--- src/rtl/gpred_pkg.sv ---
package gpred_pkg;

    typedef logic [1:0] ctr2_t;

    localparam ctr2_t CTR_WEAK_NT = 2'b01;

    typedef enum logic {
        IDX_PLAIN = 1'b0,
        IDX_XOR   = 1'b1
    } idx_mode_e;

    // Saturating two-bit step towards the observed direction.
    function automatic ctr2_t ctr_step(input ctr2_t c, input logic up);
        ctr2_t r;
        if (up) r = (c == 2'b11) ? c : c + 2'b01;
        else    r = (c == 2'b00) ? c : c - 2'b01;
        return r;
    endfunction

endpackage

--- src/rtl/gpred_index.sv ---
module gpred_index
    import gpred_pkg::*;
#(
    parameter int HIST_W = 6,
    parameter int PC_W   = 32,
    parameter int PC_LSB = 2
) (
    input  idx_mode_e         mode,
    input  logic [HIST_W-1:0] hist,
    input  logic [PC_W-1:0]   pc,
    output logic [HIST_W-1:0] idx
);
    localparam int PC_TOP = PC_LSB + HIST_W;

    logic [HIST_W-1:0] pc_slice;
    assign pc_slice = pc[PC_LSB +: HIST_W];

    generate
        if (PC_LSB > 0) begin : g_lo
            logic unused_lo;
            assign unused_lo = ^pc[PC_LSB-1:0];
        end
        if (PC_TOP < PC_W) begin : g_hi
            logic unused_hi;
            assign unused_hi = ^pc[PC_W-1:PC_TOP];
        end
    endgenerate

    always_comb begin
        idx = hist;
        if (mode == IDX_XOR) idx = hist ^ pc_slice;
    end
endmodule

--- src/rtl/gpred_history.sv ---
module gpred_history #(
    parameter int HIST_W = 6
) (
    input  logic              clk,
    input  logic              rst_n,
    input  logic              spec_en,
    input  logic              spec_dir,
    input  logic              fix_en,
    input  logic              fix_dir,
    input  logic [HIST_W-1:0] fix_base,
    output logic [HIST_W-1:0] hist_q
);
    typedef struct packed {
        logic [HIST_W-1:0] hist;
    } hist_st_t;

    hist_st_t st_d, st_q;

    always_comb begin
        st_d = st_q;
        if (fix_en)       st_d.hist = {fix_base[HIST_W-2:0], fix_dir};
        else if (spec_en) st_d.hist = {st_q.hist[HIST_W-2:0], spec_dir};
    end

    always_ff @(posedge clk) begin
        if (!rst_n) st_q <= '0;
        else        st_q <= st_d;
    end

    assign hist_q = st_q.hist;

    p_spec_shift_r4: assert property (@(posedge clk) disable iff (!rst_n)
        (spec_en && !fix_en) |=> hist_q == {$past(hist_q[HIST_W-2:0]), $past(spec_dir)});

    p_repair_r5: assert property (@(posedge clk) disable iff (!rst_n)
        fix_en |=> hist_q == {$past(fix_base[HIST_W-2:0]), $past(fix_dir)});

    p_idle_hold_r8: assert property (@(posedge clk) disable iff (!rst_n)
        (!spec_en && !fix_en) |=> $stable(hist_q));
endmodule

--- src/rtl/gpred_table.sv ---
module gpred_table
    import gpred_pkg::*;
#(
    parameter int HIST_W = 6
) (
    input  logic              clk,
    input  logic              rst_n,
    input  logic [HIST_W-1:0] rd_idx,
    output logic              rd_taken,
    input  logic              wr_en,
    input  logic [HIST_W-1:0] wr_idx,
    input  logic              wr_dir
);
    localparam int ENTRIES = 1 << HIST_W;

    typedef struct packed {
        logic [ENTRIES-1:0][1:0] ctr;
    } tbl_st_t;

    localparam tbl_st_t TBL_RST = '{ctr: {ENTRIES{CTR_WEAK_NT}}};

    tbl_st_t st_d, st_q;
    ctr2_t   wr_old;

    assign wr_old = st_q.ctr[wr_idx];

    always_comb begin
        st_d = st_q;
        if (wr_en) st_d.ctr[wr_idx] = ctr_step(wr_old, wr_dir);
    end

    always_ff @(posedge clk) begin
        if (!rst_n) st_q <= TBL_RST;
        else        st_q <= st_d;
    end

    // Read comes from the registered table: a same-cycle write is not seen.
    assign rd_taken = st_q.ctr[rd_idx][1];

    p_step_up_r6: assert property (@(posedge clk) disable iff (!rst_n)
        (wr_en && wr_dir && wr_old != 2'b11)
        |=> st_q.ctr[$past(wr_idx)] == $past(wr_old) + 2'b01);

    p_step_dn_r6: assert property (@(posedge clk) disable iff (!rst_n)
        (wr_en && !wr_dir && wr_old != 2'b00)
        |=> st_q.ctr[$past(wr_idx)] == $past(wr_old) - 2'b01);

    p_sat_hi_r7: assert property (@(posedge clk) disable iff (!rst_n)
        (wr_en && wr_dir && wr_old == 2'b11) |=> st_q.ctr[$past(wr_idx)] == 2'b11);

    p_sat_lo_r7: assert property (@(posedge clk) disable iff (!rst_n)
        (wr_en && !wr_dir && wr_old == 2'b00) |=> st_q.ctr[$past(wr_idx)] == 2'b00);

    p_no_write_r8: assert property (@(posedge clk) disable iff (!rst_n)
        !wr_en |=> $stable(st_q));
endmodule

--- src/rtl/gpred_global.sv ---
module gpred_global
    import gpred_pkg::*;
#(
    parameter int HIST_W = 6,
    parameter int PC_W   = 32,
    parameter int PC_LSB = 2
) (
    input  logic              clk,
    input  logic              rst_n,
    input  logic              hash_xor,
    input  logic              pred_valid,
    input  logic [PC_W-1:0]   pred_pc,
    output logic              pred_taken,
    output logic [HIST_W-1:0] pred_ckpt,
    input  logic              res_valid,
    input  logic [PC_W-1:0]   res_pc,
    input  logic              res_taken,
    input  logic              res_mispredict,
    input  logic [HIST_W-1:0] res_ckpt
);
    idx_mode_e         mode;
    logic [HIST_W-1:0] hist;
    logic [HIST_W-1:0] rd_idx;
    logic [HIST_W-1:0] wr_idx;
    logic              repair;

    assign mode   = idx_mode_e'(hash_xor);
    assign repair = res_valid && res_mispredict;

    gpred_index #(.HIST_W(HIST_W), .PC_W(PC_W), .PC_LSB(PC_LSB)) u_idx_rd (
        .mode(mode), .hist(hist), .pc(pred_pc), .idx(rd_idx)
    );

    gpred_index #(.HIST_W(HIST_W), .PC_W(PC_W), .PC_LSB(PC_LSB)) u_idx_wr (
        .mode(mode), .hist(res_ckpt), .pc(res_pc), .idx(wr_idx)
    );

    gpred_table #(.HIST_W(HIST_W)) u_tbl (
        .clk(clk), .rst_n(rst_n),
        .rd_idx(rd_idx), .rd_taken(pred_taken),
        .wr_en(res_valid), .wr_idx(wr_idx), .wr_dir(res_taken)
    );

    gpred_history #(.HIST_W(HIST_W)) u_hist (
        .clk(clk), .rst_n(rst_n),
        .spec_en(pred_valid), .spec_dir(pred_taken),
        .fix_en(repair), .fix_dir(res_taken), .fix_base(res_ckpt),
        .hist_q(hist)
    );

    assign pred_ckpt = hist;

    p_ckpt_shift_r3: assert property (@(posedge clk) disable iff (!rst_n)
        (pred_valid && !repair) |=> pred_ckpt[0] == $past(pred_taken));
endmodule

--- config.mk ---
export PLATFORM = sky130hd
export DESIGN_NAME = gpred_global
export DESIGN_NICKNAME = d
export VERILOG_FILES = /design/src/rtl/gpred_pkg.sv /design/src/rtl/gpred_index.sv /design/src/rtl/gpred_history.sv /design/src/rtl/gpred_table.sv /design/src/rtl/gpred_global.sv
export SDC_FILE = /design/constraint.sdc
export NUM_CORES = 1
export LEC_CHECK = 0
export CAP_MARGIN = 20
export CORE_ASPECT_RATIO = 0.9
export CORE_MARGIN = 3
export CORE_UTILIZATION = 30
export CTS_CLUSTER_DIAMETER = 80
export CTS_CLUSTER_SIZE = 8
export DETAILED_ROUTE_END_ITERATION = 10
export REMOVE_ABC_BUFFERS = 1
export SYNTH_ARGS = -nofsm -noshare
export SYNTH_HDL_FRONTEND = slang
export SYNTH_SLANG_ARGS = --single-unit
--- constraint.sdc ---
create_clock -name clk -period 3.8 [get_ports clk]
set_input_delay 0.38 -clock clk [delete_from_list [all_inputs] [get_ports clk]]
set_output_delay 0.38 -clock clk [all_outputs]
set_load 0.01 [all_outputs]
==> flow_metrics.tcl <==
set metrics [dict create \
    cellLeakagePower_nw 3.31 \
    hold_depth 4 \
    drt_iter0_drc 717 \
    wl_per_cell_um 19.0 \
    p_clk_frac 0.431 \
    syn_to_final_growth_pct 23.0 \
    worstPathCellList "clkdlybuf4s50_1, nand2_2, xor2_2, buf_12, mux4_2, mux4_2, nor2b_1, a211oi_1, a21oi_1, dlymetal6s2s_1" \
    powerDensity_nw_per_um2 425 \
    gr-usage-all-layers 0.183 \
    cts_sinks 134 \
    cp.arrival_ns 2.97 \
    ys_seq_area_frac 0.364 \
    io_buffer_count 31 \
    fp-row-count 53 \
    clockBufferDepth 2 \
    max_cap_viol_count 0 \
    cts_made_buffers 17 \
    reg2reg_to "u_hist.hist_q[0]$_SDFFE_PN0P_" \
    hold_viol_final 0 \
    drive_above_1_share 0.179 \
    r2r_cells 10 \
    via_per_inst 5.58 \
    slew_headroom 0.446 \
    clk_pin_slew_worst_paths_ns 0.06 \
    cts-htree-levels 4 \
    p_comb_frac 0.194 \
    synth_edf_count 0 \
    timing.hold.ws_ns 0.374 \
    finalMaxSlewViolations 0 \
    swShare 0.300 \
    p_switching_mw 1.15 \
    critPathSlowestCell "mux4_2" \
    internal_power_mw 2.69 \
    final_area_um2 9050 \
    skew_ns 0.0160 \
    met1_usage 0.269 \
    start_util 0.310 \
    rr_startpoint "u_hist.hist_q[0]$_SDFFE_PN0P_" \
    clkLatencyLatePin_ns 0.43 \
    end_kind "output port" \
    fp.dieArea_um2 26500 \
    outcome "completed" \
    grt-busiest-layer "met2" \
    layout_common_cells "dfxtp_1 (134), nand2_1 (132), nor2_1 (110)" \
    seq_power_share 0.375 \
    met2_usage 0.270 \
    antenna_left 0 \
    cp_max_fo 9 \
    instances_no_fill 1267 \
    cpPeakStageDelay_ns 0.53 \
    fmax_mhz 298 \
    dp_cells 1234 \
    chipWidth_um 171 \
    gr-total-overflow 0 \
    vias 7066 \
    tritoncts "done" \
    chipHeight_um 155 \
    synth_area_um2 7360 \
    synth_area_per_cell_um2 8.37 \
    worstSetupStartpoint "pred_pc[2]" \
    synth.ff_latch_count 134 \
    hpwl_mm 16.6 \
    yosysUniqueCellTypes 69 \
    grt_pass1_vias 6661 \
    syn_inst 880 \
    layout.nets 1029 \
    dpl-instance-area_um2 8440 \
    yosysWarnings 0 \
    grt.met3_usage 0.0309 \
    mostFrequentLayoutCell "dfxtp_1" \
    irDropWorstVdd_v 0.000328 \
    core-area_um2 23700 \
    cts-root-buf "clkbuf_16" \
    post-route-period-util 0.882 \
    ff2ff_setup_slack_ns 1.02 \
    hold_path_class "in2reg" \
    required_ns 3.42 \
    synth_ff_type "dfxtp_1" \
    diodes 0 \
    path_class "in2out" \
    grt_pass1_wl_mm 38.0 \
    cp-endpoint "pred_taken" \
    synthArstFlopShare 0 \
    cpMostUsedCell "mux4_2" \
    fin_setup_tns_ns 0 \
    pin_count 84 \
    grt_max_degree 80 \
    utilization 0.381 \
    worst_pin_slew_ns 0.831 \
    cp-start-kind "input port" \
    dr.pass1.iters 5 \
    routed_wirelength_mm 24.1 \
    antenna_found_initial 0 \
    min_period_ns 3.35 \
    drc 0 \
    gp_congestion 0.901 \
    fin_total_pwr_mw 3.85 \
    setup_viol 0 \
    rsz0062_at_grt "no" \
    final.setup.worst_slack_ns 0.448 \
    place_ws_ns -0.0631 \
]
==> power by group through the flow <==
stage / Clock, mW / Sequential [mW] / Combinational (mW)
global route: 1.74 / 1.44 / 0.798
floorplan: 0 / 1.47 / 0.355
CTS: 1.69 / 1.44 / 0.737
finish: 1.66 / 1.44 / 0.746
global placement: 0 / 1.47 / 0.730
detailed placement: 0 / 1.47 / 0.733
==> critical path, delay by kind of cell <==
kind / cells / cell delay, ns
AND/OR/NAND/NOR: 2 / 0.22
AO/OA/AOI/OAI: 2 / 0.29
multiplexers: 2 / 1.04
buffers and inverters: 3 / 0.82
XOR/XNOR: 1 / 0.20
==> area by class of cell <==
| cell class | count | area (um2) |
|---|---|---|
| Fill cell | 2376 | 14700 |
| Multi-Input combinational cell | 681 | 4360 |
| Sequential cell | 134 | 2680 |
| Timing Repair Buffer | 114 | 1020 |
| Clock buffer | 17 | 425 |
| Tap cell | 302 | 378 |
| Clock inverter | 15 | 169 |
| Inverter | 4 | 15.0 |
==> registers in the layout, indices dropped and copies added, names as in the netlist <==
register	cells
u_tbl.st_q	128
u_hist.hist_q	6
==> worst min-delay path by stage <==
stage	from	end	slack, ns
2_1_floorplan	u_tbl.st_q[108]$_SDFFE_PN1P_	u_tbl.st_q[108]$_SDFFE_PN1P_	0.43
3_3_place_gp	u_tbl.st_q[76]$_SDFFE_PN1P_	u_tbl.st_q[76]$_SDFFE_PN1P_	0.44
3_5_place_dp	u_tbl.st_q[106]$_SDFFE_PN1P_	u_tbl.st_q[106]$_SDFFE_PN1P_	0.45
4_1_cts	u_tbl.st_q[106]$_SDFFE_PN1P_	u_tbl.st_q[106]$_SDFFE_PN1P_	0.47
5_1_grt	rst_n	u_tbl.st_q[122]$_SDFFE_PN1P_	0.40
6_report	rst_n	u_tbl.st_q[28]$_SDFFE_PN1P_	0.37
==> cells in the mapped netlist (7+ instances only) <==
cell type | n | area [um2]
a211oi_1 | 23 | 173
a21oi_1 | 94 | 470
buf_2 | 21 | 105
buf_4 | 8 | 60.1
clkbuf_1 | 27 | 101
dfxtp_1 | 134 | 2680
mux2_2 | 7 | 78.8
mux2i_1 | 21 | 210
mux4_2 | 30 | 676
nand2_1 | 132 | 495
nand3_1 | 18 | 90.1
nor2_1 | 110 | 413
o211ai_1 | 36 | 270
o21ai_0 | 68 | 340
o21ai_1 | 24 | 120
xor2_1 | 7 | 61.3
==> kinds of logic after synthesis <==
family                   after synthesis  synth area share
XOR/XNOR                              16            0.0277
adder cells (fa/ha/maj)                2           0.00306
AO/OA/AOI/OAI                        300             0.250
AND/OR/NAND/NOR                      305             0.181
flip-flops                           134             0.364
buffers and inverters                 65            0.0428
multiplexers                          58             0.131
==> layer usage <==
metal | share of wire | vias up | wire length (um)
met5 | 0 | - | 0
met4 | 0.021 | 0 | 509
met3 | 0.062 | 40 | 1490
met2 | 0.45 | 247 | 10800
met1 | 0.47 | 3395 | 11400
li1 | - | 3384 | -
==> what timing repair did <==
action / in CTS / in global routing
buffers inserted: 0 / 0
gates resized for setup: 2 / 1
endpoints found under the setup margin: 1 / 1
hold endpoints to repair: 0 / 0
hold buffers: 0 / 0
(Power assumes the default switching activity.)
